### config.mk
export PLATFORM = sky130hd
export DESIGN_NAME = xw_walker
export DESIGN_NICKNAME = d
export VERILOG_FILES = /design/src/rtl/xw_pkg.sv /design/src/rtl/xw_window.sv /design/src/rtl/xw_pgcalc.sv /design/src/rtl/xw_walker.sv
export SDC_FILE = /design/constraint.sdc
export NUM_CORES = 1
export LEC_CHECK = 0
export BUFFER_PORTS_ARGS = -buffer_cell sky130_fd_sc_hd__buf_2
export CAP_MARGIN = 5
export CORE_MARGIN = 2
export CORE_UTILIZATION = 48
export CTS_BUF_LIST = sky130_fd_sc_hd__clkbuf_4 sky130_fd_sc_hd__clkbuf_8
export DETAILED_ROUTE_END_ITERATION = 12
export GPL_TIMING_DRIVEN = 0
export PLACE_DENSITY = 0.82
export SLEW_MARGIN = 20
export SYNTH_ARGS = -nofsm -noshare
export SYNTH_HDL_FRONTEND = slang
export SYNTH_HIERARCHICAL = 1
export SYNTH_SLANG_ARGS = --single-unit
### constraint.sdc
create_clock -name clk -period 2.4 [get_ports clk]
set_input_delay 0.48 -clock clk [delete_from_list [all_inputs] [get_ports clk]]
set_output_delay 0.48 -clock clk [all_outputs]
set_load 0.05 [all_outputs]
### src/rtl/xw_pkg.sv
package xw_pkg;
    localparam int VA_W  = 32;
    localparam int HOP_W = 2;

    typedef enum logic [1:0] {
        ST_IDLE,
        ST_ROOT,
        ST_PTR,
        ST_PAGE
    } walk_st_e;

    typedef struct packed {
        walk_st_e          st;
        logic [VA_W-1:0]   va;
        logic              wr;
        logic              probe;
        logic              rd;
        logic [VA_W-1:0]   maddr;
        logic [HOP_W-1:0]  hops;
        logic              done;
        logic              err;
        logic [VA_W-1:0]   pa;
    } walk_regs_t;

    // function-code acceptance by window mode
    function automatic logic fc_accept(input logic [1:0] mode, input logic [2:0] fc);
        unique case (mode)
            2'd0:    fc_accept = ~fc[2];
            2'd1:    fc_accept = fc[2];
            default: fc_accept = 1'b1;
        endcase
    endfunction
endpackage

### src/rtl/xw_window.sv
module xw_window
    import xw_pkg::*;
(
    input  logic [VA_W-1:0] va,
    input  logic [2:0]      fc,
    input  logic            wr,
    input  logic            probe,
    input  logic [31:0]     win,
    output logic            hit,
    output logic            fault
);
    logic [7:0] base, ign;
    logic       addr_ok;

    assign base    = win[31:24];
    assign ign     = win[23:16];
    assign addr_ok = ((va[VA_W-1 -: 8] ^ base) & ~ign) == 8'h00;
    assign hit     = win[15] & addr_ok & fc_accept(win[14:13], fc);
    assign fault   = hit & win[2] & wr & ~probe;
endmodule

### src/rtl/xw_pgcalc.sv
module xw_pgcalc
    import xw_pkg::*;
#(
    parameter int IDX_TOP  = 17,
    parameter int SMALL_SH = 12
) (
    input  logic [VA_W-1:0] va,
    input  logic [31:0]     desc,
    input  logic            big_page,
    output logic [31:0]     pg_desc_addr,
    output logic [31:0]     phys
);
    localparam int BIG_SH  = SMALL_SH + 1;
    localparam int S_IDX_W = IDX_TOP - SMALL_SH + 1;
    localparam int B_IDX_W = IDX_TOP - BIG_SH + 1;

    always_comb begin
        if (big_page) begin
            pg_desc_addr = {desc[31:B_IDX_W+2], va[IDX_TOP -: B_IDX_W], 2'b00};
            phys         = {desc[31:BIG_SH], va[BIG_SH-1:0]};
        end else begin
            pg_desc_addr = {desc[31:S_IDX_W+2], va[IDX_TOP -: S_IDX_W], 2'b00};
            phys         = {desc[31:SMALL_SH], va[SMALL_SH-1:0]};
        end
    end
endmodule

### src/rtl/xw_walker.sv
module xw_walker
    import xw_pkg::*;
#(
    parameter int ROOT_IDX_W = 7,
    parameter int PTR_IDX_W  = 7,
    parameter int SMALL_SH   = 12,
    parameter int MAX_IND    = 1,
    parameter int N_WIN      = 2
) (
    input  logic        clk,
    input  logic        rst_n,
    input  logic        req_valid,
    input  logic [31:0] req_addr,
    input  logic [2:0]  req_fc,
    input  logic        req_wr,
    input  logic        req_probe,
    input  logic [31:0] root_ptr,
    input  logic        big_page,
    input  logic [31:0] win0,
    input  logic [31:0] win1,
    output logic        mem_req,
    output logic [31:0] mem_addr,
    input  logic        mem_ack,
    input  logic [31:0] mem_rdata,
    output logic        done,
    output logic [31:0] phys_addr,
    output logic        bus_err
);
    localparam int PIDX_TOP = VA_W - 1 - ROOT_IDX_W;
    localparam int IDX_TOP  = PIDX_TOP - PTR_IDX_W;
    localparam logic [HOP_W-1:0] HOP_CAP = HOP_W'(MAX_IND);

    walk_regs_t r_q, r_d;

    logic [31:0]      win_cfg [N_WIN];
    logic [N_WIN-1:0] w_hit, w_fault;
    logic             any_hit, hit_fault;
    logic [31:0]      pg_desc_addr, pg_phys;

    assign win_cfg[0] = win0;
    assign win_cfg[1] = win1;

    for (genvar g = 0; g < N_WIN; g++) begin : g_win
        xw_window u_win (
            .va   (req_addr),
            .fc   (req_fc),
            .wr   (req_wr),
            .probe(req_probe),
            .win  (win_cfg[g]),
            .hit  (w_hit[g]),
            .fault(w_fault[g])
        );
    end

    // lowest-numbered matching window decides protection
    always_comb begin
        any_hit   = |w_hit;
        hit_fault = 1'b0;
        for (int i = N_WIN - 1; i >= 0; i--) begin
            if (w_hit[i]) hit_fault = w_fault[i];
        end
    end

    xw_pgcalc #(.IDX_TOP(IDX_TOP), .SMALL_SH(SMALL_SH)) u_pg (
        .va          (r_q.va),
        .desc        (mem_rdata),
        .big_page    (big_page),
        .pg_desc_addr(pg_desc_addr),
        .phys        (pg_phys)
    );

    always_comb begin
        r_d      = r_q;
        r_d.done = 1'b0;
        unique case (r_q.st)
            ST_IDLE: begin
                if (req_valid) begin
                    r_d.va    = req_addr;
                    r_d.wr    = req_wr;
                    r_d.probe = req_probe;
                    r_d.hops  = '0;
                    if (any_hit) begin
                        r_d.done = 1'b1;
                        r_d.err  = hit_fault;
                        r_d.pa   = req_addr;
                    end else begin
                        r_d.rd    = 1'b1;
                        r_d.maddr = {root_ptr[31:ROOT_IDX_W+2],
                                     req_addr[VA_W-1 -: ROOT_IDX_W], 2'b00};
                        r_d.st    = ST_ROOT;
                    end
                end
            end
            ST_ROOT, ST_PTR: begin
                if (mem_ack) begin
                    if (!mem_rdata[1] || (mem_rdata[2] && r_q.wr && !r_q.probe)) begin
                        r_d.done = 1'b1;
                        r_d.rd   = 1'b0;
                        r_d.err  = !r_q.probe;
                        r_d.pa   = r_q.va;
                        r_d.st   = ST_IDLE;
                    end else if (r_q.st == ST_ROOT) begin
                        r_d.maddr = {mem_rdata[31:PTR_IDX_W+2],
                                     r_q.va[PIDX_TOP -: PTR_IDX_W], 2'b00};
                        r_d.st    = ST_PTR;
                    end else begin
                        r_d.maddr = pg_desc_addr;
                        r_d.st    = ST_PAGE;
                    end
                end
            end
            ST_PAGE: begin
                if (mem_ack) begin
                    if (mem_rdata[1:0] == 2'd2 && r_q.hops != HOP_CAP) begin
                        r_d.hops  = r_q.hops + 1'b1;
                        r_d.maddr = {mem_rdata[31:2], 2'b00};
                    end else begin
                        r_d.done = 1'b1;
                        r_d.rd   = 1'b0;
                        r_d.st   = ST_IDLE;
                        if (mem_rdata[1:0] == 2'd2) begin
                            r_d.err = 1'b1;
                            r_d.pa  = r_q.va;
                        end else if (mem_rdata[1:0] == 2'd0) begin
                            r_d.err = !r_q.probe;
                            r_d.pa  = r_q.va;
                        end else begin
                            r_d.err = 1'b0;
                            r_d.pa  = pg_phys;
                        end
                    end
                end
            end
            default: r_d.st = ST_IDLE;
        endcase
    end

    always_ff @(posedge clk) begin
        if (!rst_n) begin
            r_q <= '0;
        end else begin
            r_q <= r_d;
        end
    end

    assign mem_req   = r_q.rd;
    assign mem_addr  = r_q.maddr;
    assign done      = r_q.done;
    assign phys_addr = r_q.pa;
    assign bus_err   = r_q.err;
endmodule

==> metrics.txt <==
Port Buffer Count=199; overall via count from detail_route=7420; Seq/Total Area, Yosys=just under 30%; number of synthesized flops with an enable pin=0; first-pass GRT wire length=between 30000 and 40000 um; Avg Synthesized Cell Area=8.19 um2; DIE HEIGHT=127 um; power consumption=0.00601 W; Total Wirelength=22900 um; slowest stage cell, crit path=or3_4; startpoint class of the critical path=primary input; post-place instance area=0.00846 mm2; ant diodes=0; DRC violation total after the first TritonRoute iteration=738; Floorplan Core Area=0.0146 mm2; Routability Congestion=0.968; final standard cell area without fillers=0.00881 mm2; maximum clock path buffer count=2; sum of overflow across all layers after global routing=0; Reg2Reg Depth=7; clock group share of total power=approximately 20%; final clock period utilization by the worst path=96.1%; Power Dens Cells=around 680 mW/mm2; leading register cell type out of synthesis=dfxtp_1; Static Leakage=3.63 nW; worst slew margin relative to its limit=42.2%; filler cell count in the final layout=1347; Max Transition Viols Final=0; classification of the worst setup path=primary input to flip-flop; CP endpoint kind=flip-flop; net switching power of the design=roughly 0.0025 W; post-synthesis instance area=0.00723 mm2; average via count per standard cell=5.77; CTS tree=built; slew at the pin closest to its max-slew limit=~0.87 ns; hold violation count in the final report=0; family with the most delay on the worst path=simple AND/OR/NAND/NOR gates; number of detailed-routing iterations run before antenna repair=5; Seq pwr share=35.2%; area delta synth->final=21.9%; Post-Synthesis Cells=883; number of global-route vias before repair=6940; worst path bufs/invs=3; placed insts=roughly 1300; cell breakdown of the critical path=clkbuf_4 -> xnor2_1 -> o22ai_1 -> or3_4 -> nor3_4 -> or3b_1 -> and4_1 -> buf_6 -> buf_2 -> a21oi_1 -> a311oi_2; yosys synthesis warning count=6; Synth Area in Adders=0.865%; deepest level of the CTS H-tree=3; area fraction in and, or, nand and nor cells after synthesis=between 10% and 20%; Peak supply drop=approximately 0.00029 V; TritonCTS Sinks=105; required arrival time at the worst endpoint=around 2.7 ns; worst clock skew=0.00886 ns; post-detailed-route DRC marker count=0; number of nets in the final layout=1271; stage delay of the slowest cell on the critical path=slightly above 0.4 ns; initial core utilization=between 40% and 50%; pin count of the biggest net entering global routing=17; post-synthesis async set-or-reset flop share=0%; Max Cap Viol=0; clock input transition at the sequential cells of the worst setup and hold paths=0.11 ns; horizontal extent of the die=between 100 and 150 um; worst hold-check path type=primary input to flip-flop; detailed placer's ending HPWL=17100 um; clk_lat worst skew=0.39 ns; Max Fclk=433 MHz; Std-Cell Rows=44; crit-path max FO=10; number of setup violations in the final report=0; number of cells in the finished layout apart from fillers=1285; ratio of cells with drive above 1 in the final layout=41.6%; count of pins on the block boundary=237; number of distinct standard cells referenced by the synthesized netlist=53; largest family of logic cells by synthesized area=compound AO/OA/AOI/OAI gates; root buffer cell=clkbuf_8; internal power summed over all cells=0.00353 W; run status=complete, no violations; switching part of the total power=between 40% and 50%; combinational share of power=45.2%; routed wire length per instance=between 15 and 20 um; CTS Buf Count=9; share of the synthesized netlist area taken by xor and xnor gates=2.18%; Total Die Area=around 0.016 mm2; antenna viol nets, final=0; instance count on the critical path=11; hold path depth=3; total of flip-flops plus latches after synthesis=~110; All-Layer GR Usage=27.5%; synthesized-area fraction occupied by ao, oa, aoi and oai cells=between 20% and 30%; clock period minus final worst setup slack=2.31 ns; antenna violations before repair=0; share of synthesized area spent on multiplexers=a little under 7%; arrival time at the worst endpoint=2.62 ns; RSZ-0062 raised after global routing=yes
## cell usage after synthesis, types with 2 or more instances
cell	number	area [um2]
a221o_1	7	70.1
clkbuf_1	54	203
a311o_1	32	320
ha_1	5	62.6
nor3_1	2	10.0
a22oi_1	23	173
nand2_1	154	578
o211ai_1	2	15.0
dfxtp_1	105	2100
mux2_2	30	338
nand4bb_1	2	22.5
inv_1	6	22.5
mux2i_1	5	50.1
nand2b_1	2	12.5
o21ai_0	11	55.1
nand4_1	10	62.6
a21oi_1	133	666
buf_1	2	7.51
or3_1	4	25.0
buf_6	6	67.6
mux2_4	7	105
or4_1	2	15.0
and3_1	2	12.5
nor2_1	10	37.5
nand3_1	24	120
o22ai_1	8	50.1
and2_1	3	18.8
xnor2_1	18	158
and3b_1	2	17.5
buf_2	13	65.1
a311oi_1	25	219
buf_4	123	923
nor2b_1	2	12.5
a311oi_2	30	450
## worst min-delay path, stage by stage
cell	delay, ns
buf_2	0.11
nand2_1	0.05
a21oi_1	0.05
## through the flow
stage	setup TNS, ns	hold WS [ns]	worst slack, ns	util [%]
2_1_floorplan	-1.23	0.435	-0.0618	-
5_1_grt	-0.224	0.326	-0.0226	60.2
4_1_cts	0	0.321	0.00449	59.5
6_report	0	0.326	0.0931	60.2
3_5_place_dp	-44.09	0.448	-0.832	57.8
3_3_place_gp	-41.58	0.443	-0.812	57.8
## final timing paths
path	start	to	slack, ns
worst max-delay path	req_addr[30]	phys_addr[23]$_SDFFE_PN0P_	0.09
worst min-delay path	req_addr[4]	r_q[75]$_SDFFE_PN0P_	0.33
worst max register to register	r_q[103]$_SDFFE_PN0P_	mem_addr[13]$_SDFFE_PN0P_	0.12
worst min register to register	r_q[101]$_SDFFE_PN0P_	r_q[101]$_SDFFE_PN0P_	0.47
## layer usage
layer / GRT usage, % / wire length, um / vias to the layer above
met5: 0 / 0 / -
met4: 11.8 / 743 / 0
met3: 5.15 / 1950 / 56
met2: 46.0 / 10800 / 384
met1: 34.9 / 9400 / 3460
li1: - / - / 3520
## layout make-up
cell class,instances,area [um2],area share (%)
Multi-Input combinational cell,574,3910,44.4
Tap cell,184,230,2.61
Clock inverter,5,55.1,0.625
Sequential cell,105,2100,23.9
Inverter,7,26.3,0.298
Buffer,198,1320,15.0
Clock buffer,11,145,1.65
Timing Repair Buffer,201,1020,11.6
## power groups by stage
stage	logic, W	clock network [W]	registers, W
6_report	0.00272	0.00118	0.00212
3_5_place_dp	0.00264	0	0.00215
3_3_place_gp	0.00260	0	0.00215
5_1_grt	0.00289	0.00124	0.00214
4_1_cts	0.00266	0.00118	0.00211
2_1_floorplan	0.00201	0	0.00213
## cells by family (layout without fill, tap and decap cells)
logic type,count (synthesis),after routing
xor gates and xnor gates,18,18
and+or+nand+nor,225,225
muxes,42,42
AOI/OAI and AO/OA,282,282
buffers and inverters,205,422
adders and majority gates,5,5
other,1,2
DFF,105,105
## registers in the layout, summed over array words and instances (netlist names)
signal / cells
r_q: 38
mem_addr: 32
phys_addr: 32
bus_err: 1
done: 1
mem_req: 1
## cells in the final DEF (no fill, tap or decap), drive strengths merged, types with 23 or more instances in the layout
cell    instances
mux2           37
a311o          32
clkbuf         69
dfxtp         105
buf           341
a311oi         55
a21oi         133
nand3          24
a22oi          23
nand2         154
## repair_timing
item / 4_1_cts / 5_1_grt
pin swaps: 2 / 2
buffers inserted: 1 / 1
hold buffers: 0 / 0
gates resized for setup: 18 / 31
endpoints found under the setup margin: 63 / 65
(Power assumes the default switching activity.)
